`src/rtl/link_pkg.sv`:
```
package link_pkg;

    // Fixed delay from the enable command to the port becoming active.
    localparam int EN_LAT = 2;

    typedef enum logic [1:0] {
        TX_IDLE = 2'd0,
        TX_HIGH = 2'd1,
        TX_LOW  = 2'd2
    } tx_st_e;

endpackage

```
`src/rtl/link_enable.sv`:
```
module link_enable
    import link_pkg::*;
(
    input  logic clk,
    input  logic rst_n,
    input  logic en_i,
    output logic on_o
);

    typedef struct packed {
        logic [EN_LAT-1:0] pipe;
    } en_state_t;

    en_state_t st_d, st_q;

    always_comb begin
        st_d      = st_q;
        st_d.pipe = {st_q.pipe[EN_LAT-2:0], en_i};
    end

    always_ff @(posedge clk) begin
        if (!rst_n) st_q <= '0;
        else        st_q <= st_d;
    end

    assign on_o = st_q.pipe[EN_LAT-1];

endmodule

```
`src/rtl/link_tx.sv`:
```
module link_tx
    import link_pkg::*;
#(
    parameter int WORD_W = 32,
    parameter int NIB_W  = 4,
    parameter int DIV_W  = 2
) (
    input  logic              clk,
    input  logic              rst_n,
    input  logic              port_on_i,
    input  logic [DIV_W-1:0]  div_sel_i,
    input  logic [WORD_W-1:0] word_i,
    input  logic              valid_i,
    output logic              ready_o,
    input  logic              lack_i,
    output logic              lclk_o,
    output logic [NIB_W-1:0]  ldat_o
);

    localparam int NIBS   = WORD_W / NIB_W;
    localparam int NIB_CW = (NIBS > 1) ? $clog2(NIBS) : 1;

    typedef struct packed {
        tx_st_e             st;
        logic [DIV_W-1:0]   cnt;
        logic [NIB_CW-1:0]  nib;
        logic [WORD_W-1:0]  sh;
        logic               lclk;
        logic [NIB_W-1:0]   ldat;
    } tx_state_t;

    tx_state_t st_d, st_q;
    logic      can_start;
    logic      launch;

    always_comb begin
        st_d      = st_q;
        can_start = port_on_i && valid_i && lack_i;
        launch    = 1'b0;

        unique case (st_q.st)
            TX_IDLE: begin
                st_d.lclk = 1'b1;
                if (can_start) launch = 1'b1;
            end
            TX_HIGH: begin
                if (st_q.cnt == div_sel_i) begin
                    st_d.cnt  = '0;
                    st_d.lclk = 1'b0;
                    st_d.st   = TX_LOW;
                end else begin
                    st_d.cnt = st_q.cnt + DIV_W'(1);
                end
            end
            TX_LOW: begin
                if (st_q.cnt == div_sel_i) begin
                    st_d.cnt  = '0;
                    st_d.lclk = 1'b1;
                    if (st_q.nib != NIB_CW'(NIBS - 1)) begin
                        st_d.nib  = st_q.nib + NIB_CW'(1);
                        st_d.ldat = st_q.sh[NIB_W-1:0];
                        st_d.sh   = st_q.sh >> NIB_W;
                        st_d.st   = TX_HIGH;
                    end else if (can_start) begin
                        launch = 1'b1;
                    end else begin
                        st_d.st = TX_IDLE;
                    end
                end else begin
                    st_d.cnt = st_q.cnt + DIV_W'(1);
                end
            end
            default: begin
                st_d.st   = TX_IDLE;
                st_d.lclk = 1'b1;
            end
        endcase

        // A new word puts its first nibble out with the link clock high.
        if (launch) begin
            st_d.st   = TX_HIGH;
            st_d.cnt  = '0;
            st_d.nib  = '0;
            st_d.lclk = 1'b1;
            st_d.ldat = word_i[NIB_W-1:0];
            st_d.sh   = word_i >> NIB_W;
        end
    end

    always_ff @(posedge clk) begin
        if (!rst_n) begin
            st_q      <= '0;
            st_q.st   <= TX_IDLE;
            st_q.lclk <= 1'b1;
        end else begin
            st_q <= st_d;
        end
    end

    assign ready_o = launch;
    assign lclk_o  = st_q.lclk;
    assign ldat_o  = st_q.ldat;

endmodule

```
`src/rtl/link_rx.sv`:
```
module link_rx #(
    parameter int WORD_W = 32,
    parameter int NIB_W  = 4,
    parameter int DEPTH  = 2
) (
    input  logic                          clk,
    input  logic                          rst_n,
    input  logic                          lclk_i,
    input  logic [NIB_W-1:0]              ldat_i,
    output logic                          lack_o,
    output logic [WORD_W-1:0]             data_o,
    output logic                          valid_o,
    input  logic                          ready_i,
    output logic [$clog2(DEPTH+1)-1:0]    fill_o
);

    localparam int NIBS   = WORD_W / NIB_W;
    localparam int NIB_CW = (NIBS > 1) ? $clog2(NIBS) : 1;
    localparam int ASM_W  = WORD_W - NIB_W;
    localparam int PTR_W  = (DEPTH > 1) ? $clog2(DEPTH) : 1;
    localparam int CNT_W  = $clog2(DEPTH + 1);

    typedef struct packed {
        logic                           lclk_prev;
        logic [NIB_CW-1:0]              nib;
        logic                           busy;
        logic [ASM_W-1:0]               asm_w;
        logic [DEPTH-1:0][WORD_W-1:0]   mem;
        logic [PTR_W-1:0]               wr;
        logic [PTR_W-1:0]               rd;
        logic [CNT_W-1:0]               cnt;
        logic                           lack;
    } rx_state_t;

    rx_state_t st_d, st_q;
    logic      fall;
    logic      push;
    logic      pop;

    always_comb begin
        st_d           = st_q;
        st_d.lclk_prev = lclk_i;
        fall           = st_q.lclk_prev && !lclk_i;
        push           = 1'b0;
        pop            = (st_q.cnt != '0) && ready_i;

        if (fall) begin
            if (st_q.nib == NIB_CW'(NIBS - 1)) begin
                push      = 1'b1;
                st_d.nib  = '0;
                st_d.busy = 1'b0;
                st_d.mem[st_q.wr] = {ldat_i, st_q.asm_w};
                st_d.wr   = (st_q.wr == PTR_W'(DEPTH - 1)) ? '0 : st_q.wr + PTR_W'(1);
            end else begin
                st_d.asm_w = {ldat_i, st_q.asm_w[ASM_W-1:NIB_W]};
                st_d.nib   = st_q.nib + NIB_CW'(1);
                st_d.busy  = 1'b1;
                // First nibble of a word: withdraw acknowledge if one slot is left.
                if (st_q.nib == '0 && st_q.cnt >= CNT_W'(DEPTH - 1))
                    st_d.lack = 1'b0;
            end
        end

        if (pop)
            st_d.rd = (st_q.rd == PTR_W'(DEPTH - 1)) ? '0 : st_q.rd + PTR_W'(1);

        st_d.cnt = st_q.cnt + CNT_W'(push) - CNT_W'(pop);

        // Restore acknowledge once drained and between words.
        if (!st_d.busy && st_d.cnt < CNT_W'(DEPTH - 1))
            st_d.lack = 1'b1;
    end

    always_ff @(posedge clk) begin
        if (!rst_n) begin
            st_q           <= '0;
            st_q.lclk_prev <= 1'b1;
            st_q.lack      <= 1'b1;
        end else begin
            st_q <= st_d;
        end
    end

    assign lack_o  = st_q.lack;
    assign data_o  = st_q.mem[st_q.rd];
    assign valid_o = (st_q.cnt != '0);
    assign fill_o  = st_q.cnt;

endmodule

```
`src/rtl/link_port.sv`:
```
module link_port #(
    parameter int WORD_W = 32,
    parameter int NIB_W  = 4,
    parameter int DIV_W  = 2,
    parameter int DEPTH  = 2
) (
    input  logic              clk,
    input  logic              rst_n,
    input  logic              en_i,
    input  logic [DIV_W-1:0]  div_sel_i,
    input  logic [WORD_W-1:0] tx_data_i,
    input  logic              tx_valid_i,
    output logic              tx_ready_o,
    output logic              lclk_o,
    output logic [NIB_W-1:0]  ldat_o,
    output logic              lack_o,
    output logic [WORD_W-1:0] rx_data_o,
    output logic              rx_valid_o,
    input  logic              rx_ready_i
);

    localparam int CNT_W = $clog2(DEPTH + 1);

    logic             port_on;
    logic [CNT_W-1:0] rx_fill;

    link_enable u_en (
        .clk   (clk),
        .rst_n (rst_n),
        .en_i  (en_i),
        .on_o  (port_on)
    );

    link_tx #(
        .WORD_W (WORD_W),
        .NIB_W  (NIB_W),
        .DIV_W  (DIV_W)
    ) u_tx (
        .clk       (clk),
        .rst_n     (rst_n),
        .port_on_i (port_on),
        .div_sel_i (div_sel_i),
        .word_i    (tx_data_i),
        .valid_i   (tx_valid_i),
        .ready_o   (tx_ready_o),
        .lack_i    (lack_o),
        .lclk_o    (lclk_o),
        .ldat_o    (ldat_o)
    );

    link_rx #(
        .WORD_W (WORD_W),
        .NIB_W  (NIB_W),
        .DEPTH  (DEPTH)
    ) u_rx (
        .clk     (clk),
        .rst_n   (rst_n),
        .lclk_i  (lclk_o),
        .ldat_i  (ldat_o),
        .lack_o  (lack_o),
        .data_o  (rx_data_o),
        .valid_o (rx_valid_o),
        .ready_i (rx_ready_i),
        .fill_o  (rx_fill)
    );

endmodule

```
`config.mk`:
```
export PLATFORM = sky130hd
export DESIGN_NAME = link_port
export DESIGN_NICKNAME = d
export VERILOG_FILES = /design/src/rtl/link_pkg.sv /design/src/rtl/link_enable.sv /design/src/rtl/link_tx.sv /design/src/rtl/link_rx.sv /design/src/rtl/link_port.sv
export SDC_FILE = /design/constraint.sdc
export NUM_CORES = 1
export LEC_CHECK = 0
export BUFFER_PORTS_ARGS = -buffer_cell sky130_fd_sc_hd__buf_4
export CAP_MARGIN = 10
export CORE_MARGIN = 5
export CORE_UTILIZATION = 55
export DETAILED_ROUTE_END_ITERATION = 6
export PLACE_DENSITY = 0.72
export RECOVER_POWER = 25
export SLEW_MARGIN = 20
export SYNTH_ARGS = -nofsm -noshare
export SYNTH_HDL_FRONTEND = slang
export SYNTH_SLANG_ARGS = --single-unit
```
`constraint.sdc`:
```
create_clock -name clk -period 5.9 [get_ports clk]
set_clock_uncertainty 0.1 [all_clocks]
set_input_delay 1.475 -clock clk [delete_from_list [all_inputs] [get_ports clk]]
set_output_delay 1.475 -clock clk [all_outputs]
set_load 0.01 [all_outputs]
```
# Word level (Yosys, flattened, before mapping)
# Index checks and enable logic that the tools add are counted.
[classes]
magnitude_cmp = 5
n_addsub = 7
n_bitwise = 3
reduce_logical = 26
muxes = 32
eq_ne = 12
[op_table]
columns = ["op", "count"]
rows = [
  ["$mux 32", 3],
  ["$mux 94", 1],
  ["$mux 35", 2],
  ["$mux 65", 1],
  ["$bwmux 64", 1],
  ["$mux 43", 1],
  ["$mux 40", 1],
  ["$demux 32 s1", 1],
  ["$mux 28", 1],
  ["$mux 2", 6],
  ["$mux 4", 3],
  ["$reduce_and 3->1", 3],
  ["$mux 1", 8],
  ["$reduce_and 4->1", 2],
  ["$reduce_bool 2->1", 4],
  ["$logic_and 1x1->1", 7],
  ["$add 3x1->3 const B", 2],
  ["$ne 3x2->1 const B", 2],
  ["$ne 3x3->1 const B", 2],
  ["$pmux 2 s3", 1],
  ["$reduce_and 2->1", 3],
  ["$reduce_or 2->1", 3],
  ["$lt 1x2->1 const B", 2],
  ["$ne 2x1->1 const B", 2],
  ["other kinds (18)", 23],
]
[word_totals]
word_cells = 103
input_bits = 39
register_bits = 144

# Longest topological paths before layout
# Gate-level depths: netlist of run 1.
[logic_depth]
depth_word = 10
mapped_depth = 8
ltp_nobuf = 8

# By module
# Synthesis of run 1 repeated with hierarchy kept, for this count alone.
[hier_totals]
hier_cells = 733
area_unflattened_um2 = 6318.6
[modules_own_cells]
columns = ["mod", "cells_each", "area_each_um2", "instances", "seq_area_each_um2"]
rows = [
  ["link_rx", 489, 4276.6, 1, 2042.0],
  ["link_tx", 240, 1989.4, 1, 800.8],
  ["link_enable", 4, 52.6, 1, 40.0],
]

# Least setup slack after synthesis of run 1
# OpenSTA, ideal clock, no wires.
[synth_timing]
kind = "input port to output port"
from = "in div_sel_i[0]"
to = "out tx_ready_o"
n_path_buf = 2
t_required_ns = 4.325
cell_stages = 6
path_slack_ns = 1.855
arrival_time_ns = 2.470
path_cell_list = "xnor2_2 > a41oi_4 > or2_1 > buf_4 > buf_4 > inv_1"
[synth_via]
elab_chain_cells = 3
[synth_lines]
columns = ["item", "line_no", "text"]
rows = [
  ["start: declaration", "link_port.sv:10", "input logic [DIV_W-1:0] div_sel_i,"],
  ["$eq 2x2->1", "link_tx.sv:56", "if (st_q.cnt == div_sel_i) begin"],
  ["$mux 1", "link_tx.sv:56", ""],
  ["$pmux 1 s2", "link_tx.sv:41", "unique case (st_q.st)"],
  ["end: declaration", "link_port.sv:13", "output logic tx_ready_o,"],
]
# No other way between the ends.

==> results_dict.tcl, run 1 <==
set metrics [dict create \
    hold_class "flop to flop" \
    period_minus_slack_ns 4.89 \
    drc 0 \
    cts_tree "built" \
    clock-sinks 144 \
    post-cts-setup-buffers 0 \
    die-area_um2 13700 \
    root_buffer "clkbuf_16" \
    r2r_cells 6 \
    synth-edff-count 0 \
    p_leak_nw 2.76 \
    yosysUniqueCellTypes 45 \
    finalSetupViolCount 0 \
    swShare_pct 23.6 \
    p_comb_share_pct 11.3 \
    synth_area_um2 6330 \
    viasPerCell 5.48 \
    hold_start "u_en.st_q[0]" \
    track_usage_pct 21.5 \
    vdd_drop_max_mv 0.216 \
    clk_pin_slew_ns 0.06 \
    num_io_pins 79 \
    cts-buffers-inserted 17 \
    rsz0062_at_grt "no" \
    drv_cap 1 \
    yosysMostFrequentCell "nand2_1" \
    reg2reg_from "u_tx.st_q[37]" \
    setup-tns-final_ns 0 \
    grt_antenna_before_repair 0 \
    numPlacedInstances 900 \
    finalHoldViolCount 0 \
    clk_latency_ns 0.41 \
    hold_end "u_en.st_q[1]" \
    drive_gt1_share_pct 21.0 \
    slew_headroom_pct -146 \
    grt_start_max_net_pins 107 \
    synth_ff_type "dfxtp_1" \
    routed_wl_um 14000 \
    portBuffers 78 \
    synth_top_area_cell "dfxtp_1" \
    initial_core_util_pct 55.7 \
    r2r-end "u_tx.lclk_o" \
    synthTopCellsByArea "dfxtp_1 (46%), nand2_1 (15%), a21boi_0 (11%), mux2_2 (6.1%), o31ai_1 (3.3%)" \
    vias 5110 \
    yosys_warnings 0 \
    antennaDiodeCount 0 \
    syn2layout_area_growth_pct 18.6 \
    fin_cells 932 \
    cts_htree_levels 4 \
    slew_violations 107 \
    place.gp.congestion 0.754 \
    async_flop_share_pct 0 \
    critPathArrivalTime_ns 5.12 \
    grt_remaining_overflow 0 \
    grt_pass1_wl_um 23500 \
    drt-pass1-iter-count 5 \
    hpwlAfterDp_um 8820 \
    worst_pin_slew_ns 3.70 \
    synth_seq_area_share_pct 45.6 \
    yosys_register_bits 144 \
    grt_pass1_vias 4968 \
    drtAntennaViolNets 0 \
    cp-start-kind "input pin" \
    max_freq_mhz 205 \
    p_int_w 0.00188 \
    rows 39 \
    wl_per_cell_um 15.1 \
    synthesis.nets 780 \
    die_w_um 117 \
    hold_depth 1 \
    design.core.area_um2 11400 \
    die_h_um 117 \
    outcome "finished with violations" \
    reg2reg_setup_slack_ns 3.26 \
    clockBufferDepth 2 \
    cts_resized 0 \
    synth_top_area_share_pct 45.6 \
    ys_top_cells_by_count "nand2_1 (250), dfxtp_1 (144), a21boi_0 (96)" \
    p_seq_share_pct 41.5 \
    syn_inst 731 \
    worstPathRequired_ns 6.13 \
    synth.avg_cell_area_um2 8.66 \
    worstPathMaxFanout 106 \
    power_density_nw_per_um2 328 \
    switchingPower_w 0.000580 \
    hold_buffers 0 \
    end_kind "flop" \
    path_class "input pin to flop" \
    violations "max-capacitance violations, max-slew violations" \
    drt_iter0_drc 344 \
    p_clk_share_pct 47.2 \
    nNetsFinal 825 \
    fin_crit_sh_pct 82.8 \
]
[critical path, stage by stage]
cell and delay [ns]:
clkbuf_1 2.56, buf_4 0.69, o31ai_1 0.14, a31oi_1 0.21
[per-layer routing]
layer	global-route usage, %	vias to the layer above	part of all wire, %	routed length, µm
met5	0	-	0	0
met4	8.26	0	1.9	263
met3	5.19	28	4.8	678
met2	36.1	129	49	6850
met1	26.6	2393	45	6250
li1	-	2560	-	-
[how the worst max path moves through the flow]
stage / start / endpoint / slack, ns / cells past startpoint
2_1_floorplan: div_sel_i[0] / tx_ready_o / 1.85 / 6
3_3_place_gp: div_sel_i[0] / tx_ready_o / 1.33 / 6
3_5_place_dp: div_sel_i[0] / tx_ready_o / 1.26 / 6
4_1_cts: div_sel_i[0] / tx_ready_o / 1.27 / 6
5_1_grt: rst_n / u_tx.st_q[23] / 0.68 / 4
6_report: rst_n / u_tx.st_q[23] / 1.01 / 4
[kinds of logic (layout without fill, tap and decap cells)]
logic type               count (synthesis)  count (layout)  synth area share, %
AND/OR/NAND/NOR                        289             289                 18.9
AO/OA/AOI/OAI                          175             175                 20.7
flip-flops                             144             144                 45.6
buffers and inverters                   70             128                 5.34
multiplexers                            35              35                 6.21
adder cells (fa/ha/maj)                 10              10                 1.98
XOR/XNOR                                 8               8                 1.34
[metrics by stage]
step | hold WS (ns) | util [%] | instance area [µm²] | setup WS, ns | power, W
2_1_floorplan | 0.312 | - | 6330 | 1.85 | 0.00125
3_3_place_gp | 0.314 | 60.3 | 6860 | 1.33 | 0.00130
3_5_place_dp | 0.323 | 60.4 | 6870 | 1.26 | 0.00132
4_1_cts | 0.339 | 66.1 | 7510 | 1.27 | 0.00247
5_1_grt | 0.373 | 66.0 | 7510 | 0.684 | 0.00255
6_report | 0.335 | 66.0 | 7510 | 1.01 | 0.00246
[power groups by stage]
stage	Sequential, W	Clock, W	Combinational, W
2_1_floorplan	0.00104	0	0.000214
3_3_place_gp	0.00104	0	0.000263
3_5_place_dp	0.00104	0	0.000274
4_1_cts	0.00102	0.00118	0.000275
5_1_grt	0.00102	0.00123	0.000304
6_report	0.00102	0.00116	0.000278
[layout by cell type, fill, tap and decap left out, types with 2 or more instances in the layout]
master and count:
a21boi_0 96, a21boi_1 4, a31oi_1 28, and2_1 7, and3_1 5, buf_4 86, bufinv_16 5, clkbuf_1 2
clkbuf_16 17, clkbuf_8 2, clkinv_2 6, dfxtp_1 144, ha_1 10, inv_1 9, mux2_2 34, nand2_1 250
nand2b_1 3, nand3_1 4, nand3b_1 2, nor2_1 2, nor2b_1 2, o211ai_1 3, o211ai_2 2, o21ai_0 4
o31ai_1 28, or2_2 2, or3b_2 4, xnor2_1 4, xnor2_2 2, xor2_1 2
[layout make-up]
cell class	count	area [µm²]
Multi-Input combinational cell	517	3120
Tap cell	143	179
Clock inverter	12	188
Fill cell	962	3860
Sequential cell	144	2880
Timing Repair Buffer	87	649
Clock buffer	20	457
Inverter	9	33.8
Power figures use the tool's default switching activity.
==> run 2, diff against run 1 <==
==> constraint.sdc (replaced) <==
create_clock -name clk -period 4.9 [get_ports clk]
set_clock_uncertainty 0.1 [all_clocks]
set_input_delay 1.225 -clock clk [delete_from_list [all_inputs] [get_ports clk]]
set_output_delay 1.225 -clock clk [all_outputs]
set_load 0.01 [all_outputs]
==> results_dict.tcl, run 2 (synthesis gave the netlist of run 1 again) <==
set metrics [dict create \
    outcome "finished with violations" \
    violations "max-capacitance violations, max-slew violations" \
    root_buffer "clkbuf_16" \
    clk_pin_slew_ns 0.05 \
    grt_antenna_before_repair 0 \
    slew_headroom_pct -54.7 \
    finalSetupViolCount 0 \
    post-cts-setup-buffers 0 \
    cts_resized 0 \
    syn2layout_area_growth_pct 18.7 \
    initial_core_util_pct 55.7 \
    final_common_cell "nand2_1" \
    antennaDiodeCount 0 \
    path_class "input pin to output port" \
    design.core.area_um2 11400 \
    clockBufferDepth 2 \
    cp-start-kind "input pin" \
    final_cell_mix "nand2_1 (250), dfxtp_1 (144), a21boi_0 (96)" \
    cpMaxStageDelayCell "buf_4" \
    r2r_cells 6 \
    power_density_nw_per_um2 396 \
    grt_start_max_net_pins 146 \
    routed_wl_um 14100 \
    period_minus_slack_ns 3.79 \
    dpl_cell_area_um2 6870 \
    stdcell_area_um2 7510 \
    r2r-end "u_tx.st_q[37]" \
    worstPathRequired_ns 3.58 \
    worstPathMaxFanout 37 \
    reg2reg_from "u_tx.st_q[42]" \
    max_freq_mhz 264 \
    reg2reg_setup_slack_ns 2.24 \
    finalHoldViolCount 0 \
    drv_cap 1 \
    hold_depth 1 \
    setup-tns-final_ns 0 \
    die-area_um2 13700 \
    hold_class "flop to flop" \
    place.gp.congestion 0.842 \
    vdd_drop_max_mv 0.308 \
    path_cells "buf_4, xnor2_2, a41oi_4, buf_4, or2_1, inv_1, buf_4" \
    cts_htree_levels 4 \
    fin_crit_sh_pct 77.3 \
    pre_cts_slack_ns 1.11 \
    wl_per_cell_um 15.1 \
    die_w_um 117 \
    clk_latency_ns 0.42 \
    nNetsFinal 825 \
    hold_buffers 0 \
    num_io_pins 79 \
    slew_violations 146 \
    clock-sinks 144 \
    rows 39 \
    hold_start "u_en.st_q[0]" \
    hpwlAfterDp_um 8500 \
    rsz0062_at_grt "no" \
    hold_end "u_en.st_q[1]" \
    drt_iter0_drc 384 \
    crit_top_cell "buf_4" \
    drt-pass1-iter-count 5 \
    cts-buffers-inserted 17 \
    cp.buffers_inverters 4 \
    grt_remaining_overflow 0 \
    p_leak_nw 2.76 \
    end_kind "output port" \
    fin_ws_ns 1.11 \
    die_h_um 117 \
    grt_pass1_wl_um 23600 \
    drtAntennaViolNets 0 \
    worst_pin_slew_ns 2.32 \
    drive_gt1_share_pct 21.0 \
    max_stage_delay_ns 0.37 \
    vias 5122 \
    cpLargestDelayFamily "buffers and inverters" \
    drc 0 \
    timing.critical_path.from "div_sel_i[0]" \
    portBuffers 78 \
    grt_pass1_vias 5011 \
    viasPerCell 5.50 \
    critPathArrivalTime_ns 2.46 \
    track_usage_pct 21.7 \
    cts_tree "built" \
]
-- run 2: routing by layer --
metal	global-route usage (%)	wire [µm]
met5	0	0
met4	7.87	213
met3	6.12	821
met2	35.9	6850
met1	27.2	6200
-- run 2: per-stage QoR --
| stage | cells | hold WS [ns] | utilization, % | total power [W] |
|---|---|---|---|---|
| 2_1_floorplan | 731 | 0.312 | - | 0.00150 |
| 3_3_place_gp | 900 | 0.318 | 60.3 | 0.00158 |
| 3_5_place_dp | 900 | 0.329 | 60.4 | 0.00159 |
| 4_1_cts | 932 | 0.342 | 66.1 | 0.00299 |
| 5_1_grt | 932 | 0.351 | 66.1 | 0.00309 |
| 6_report | 932 | 0.336 | 66.1 | 0.00297 |
-- run 2: area by class of cell --
class                   count  area (µm²)
multi-input cells         517        3120
flip-flops and latches    144        2880
clock buffers              21         460
clock inverters            11         185
inverters                   9        33.8
fillers                   989        3860
repair buffers             87         651
well taps                 143         179
-- run 2: power by group --
group          total (W)  switching (W)  internal, W
registers        0.00123      0.0000269      0.00120
logic           0.000338       0.000200     0.000139
clock network    0.00141       0.000479     0.000926
-- run 2: how the worst max path moves through the flow --
| stage | endpoint | slack (ns) | cells past startpoint |
|---|---|---|---|
| after detailed placement | tx_ready_o | 1.11 | 7 |
| after global placement | tx_ready_o | 1.14 | 7 |
| after floorplan | tx_ready_o | 1.35 | 6 |
| after global routing | tx_ready_o | 1.04 | 7 |
| final | tx_ready_o | 1.11 | 7 |
| after CTS | tx_ready_o | 1.11 | 7 |
==> run 3, diff against run 2 <==
--- a/config.mk
+++ b/config.mk
@@ -5,6 +5,7 @@
 export SDC_FILE = /design/constraint.sdc
 export NUM_CORES = 1
 export LEC_CHECK = 0
+export ABC_AREA = 1
 export BUFFER_PORTS_ARGS = -buffer_cell sky130_fd_sc_hd__buf_4
 export CAP_MARGIN = 10
 export CORE_MARGIN = 5
==> constraint.sdc (replaced) <==
create_clock -name clk -period 3.6 [get_ports clk]
set_clock_uncertainty 0.1 [all_clocks]
set_input_delay 0.9 -clock clk [delete_from_list [all_inputs] [get_ports clk]]
set_output_delay 0.9 -clock clk [all_outputs]
set_load 0.01 [all_outputs]
==> results_dict.tcl, run 3 <==
set metrics [dict create \
    portBuffers 78 \
    grt_pass1_wl_um 24400 \
    post-cts-setup-buffers 0 \
    routed_wl_um 14100 \
    final_cell_mix "dfxtp_1 (144), nor2_1 (129), o21ai_0 (128)" \
    yosysMostFrequentCell "dfxtp_1" \
    synth_top_area_cell "dfxtp_1" \
    syn_inst 872 \
    synth-edff-count 0 \
    end_kind "flop" \
    viasPerCell 5.38 \
    grt_remaining_overflow 0 \
    hold_buffers 0 \
    finalSetupViolCount 0 \
    slew_headroom_pct 15.9 \
    cts_htree_levels 4 \
    cts-buffers-inserted 17 \
    critPathArrivalTime_ns 3.11 \
    p_leak_nw 3.18 \
    syn2layout_area_growth_pct 17.6 \
    drv_cap 0 \
    die_w_um 117 \
    root_buffer "clkbuf_16" \
    worstPathMaxFanout 65 \
    outcome "complete, no violations" \
    track_usage_pct 21.9 \
    synth_area_um2 6310 \
    worst_pin_slew_ns 1.26 \
    cts_tree "built" \
    synth_seq_area_share_pct 45.7 \
    die-area_um2 13700 \
    grt_antenna_before_repair 0 \
    cts_resized 0 \
    clockBufferDepth 2 \
    hpwlAfterDp_um 9080 \
    setup-tns-final_ns 0 \
    synthTopCellsByArea "dfxtp_1 (46%), o21ai_0 (9.9%), nor2_1 (7.7%), nand2_1 (7.0%), a21oi_1 (6.0%)" \
    nNetsFinal 961 \
    max_freq_mhz 349 \
    synth.avg_cell_area_um2 7.24 \
    worstPathRequired_ns 3.84 \
    synth_top_area_share_pct 45.7 \
    slew_violations 0 \
    rsz0062_at_grt "no" \
    drtAntennaViolNets 0 \
    async_flop_share_pct 0 \
    place.gp.congestion 0.801 \
    synthesis.nets 921 \
    path_class "input pin to flop" \
    drt-pass1-iter-count 5 \
    finalHoldViolCount 0 \
    die_h_um 117 \
    clock-sinks 144 \
    ys_top_cells_by_count "dfxtp_1 (144), nor2_1 (129), o21ai_0 (125)" \
    cp-start-kind "input pin" \
    final_util_pct 65.6 \
    fin_total_pwr_w 0.00359 \
    clk_latency_ns 0.41 \
    drive_gt1_share_pct 13.9 \
    num_io_pins 79 \
    final_common_cell "dfxtp_1" \
    numPlacedInstances 1036 \
    grt_start_max_net_pins 66 \
    drc 0 \
    period_minus_slack_ns 2.87 \
    initial_core_util_pct 55.8 \
    clk_pin_slew_ns 0.05 \
    vdd_drop_max_mv 0.313 \
    yosys_warnings 0 \
    fin_crit_sh_pct 79.6 \
    fillers 1005 \
    vias 5745 \
    design.core.area_um2 11300 \
    power_density_nw_per_um2 484 \
    hold_class "flop to flop" \
    fin_cells 1067 \
    synth_ff_type "dfxtp_1" \
    yosys_register_bits 144 \
    rows 39 \
    grt_pass1_vias 5491 \
    antennaDiodeCount 0 \
    yosysUniqueCellTypes 27 \
    wl_per_cell_um 13.3 \
    drt_iter0_drc 316 \
]
## run 3: cell types whose count changed in the layout (fill, tap and decap cells not counted), sizes merged, moves of 34 or more
cell / change
a21boi: -100
a21oi: +75
inv: +76
mux2: -34
nand2: -131
nand3: +38
nand4: +56
nor2: +127
o21ai: +126
## run 3: power by group
part           internal, W  switching [W]
sequential         0.00162      0.0000162
clock              0.00111       0.000622
combinational    0.0000868       0.000139
total              0.00282       0.000777
## run 3: per-layer routing
metal | part of all wire, % | vias to the layer above | GRT usage (%)
met5 | 0 | - | 0
met4 | 1.6 | 0 | 8.33
met3 | 4.3 | 25 | 4.42
met2 | 50 | 122 | 37.7
met1 | 44 | 2652 | 26.9
li1 | - | 2946 | -
## run 3: layout make-up
cell class,count,area (µm²),share of cell area (%)
Clock buffer,28,557,7.50
Clock inverter,3,42.5,0.573
Inverter,86,323,4.35
Multi-Input combinational cell,572,2760,37.2
Sequential cell,144,2880,38.8
Tap cell,143,179,2.41
Timing Repair Buffer,91,674,9.09
## run 3: critical path, stage by stage
cell	delay [ns]
clkbuf_1	0.90
clkbuf_2	0.89
o21ai_0	0.23
a21oi_1	0.16
## run 3: stage by stage
step           setup slack (ns)  instance area, µm²  hold WS (ns)
3_5_place_dp              0.733                6830         0.304
5_1_grt                   0.450                7420         0.329
3_3_place_gp              0.788                6830         0.307
6_report                  0.734                7420         0.313
2_1_floorplan              1.02                6310         0.290
4_1_cts                   0.837                7430         0.316
## run 3: logic make-up after synthesis
logic type / share of synthesized area [%]
and+or+nand+nor: 24.5
AOI/OAI and AO/OA: 16.5
buffers and inverters: 10.6
DFF: 45.7
adders and majority gates: 1.98
xor gates and xnor gates: 0.852
## run 3: final timing paths
kind              depth (start not counted)            end     startpoint  slack, ns
setup / recovery                          4           flop          rst_n       0.73
hold / removal                            2   u_en.st_q[1]   u_en.st_q[0]       0.31
setup reg to reg                          7  u_tx.st_q[20]  u_tx.st_q[37]       1.11
hold reg to reg                           2   u_en.st_q[1]   u_en.st_q[0]       0.31
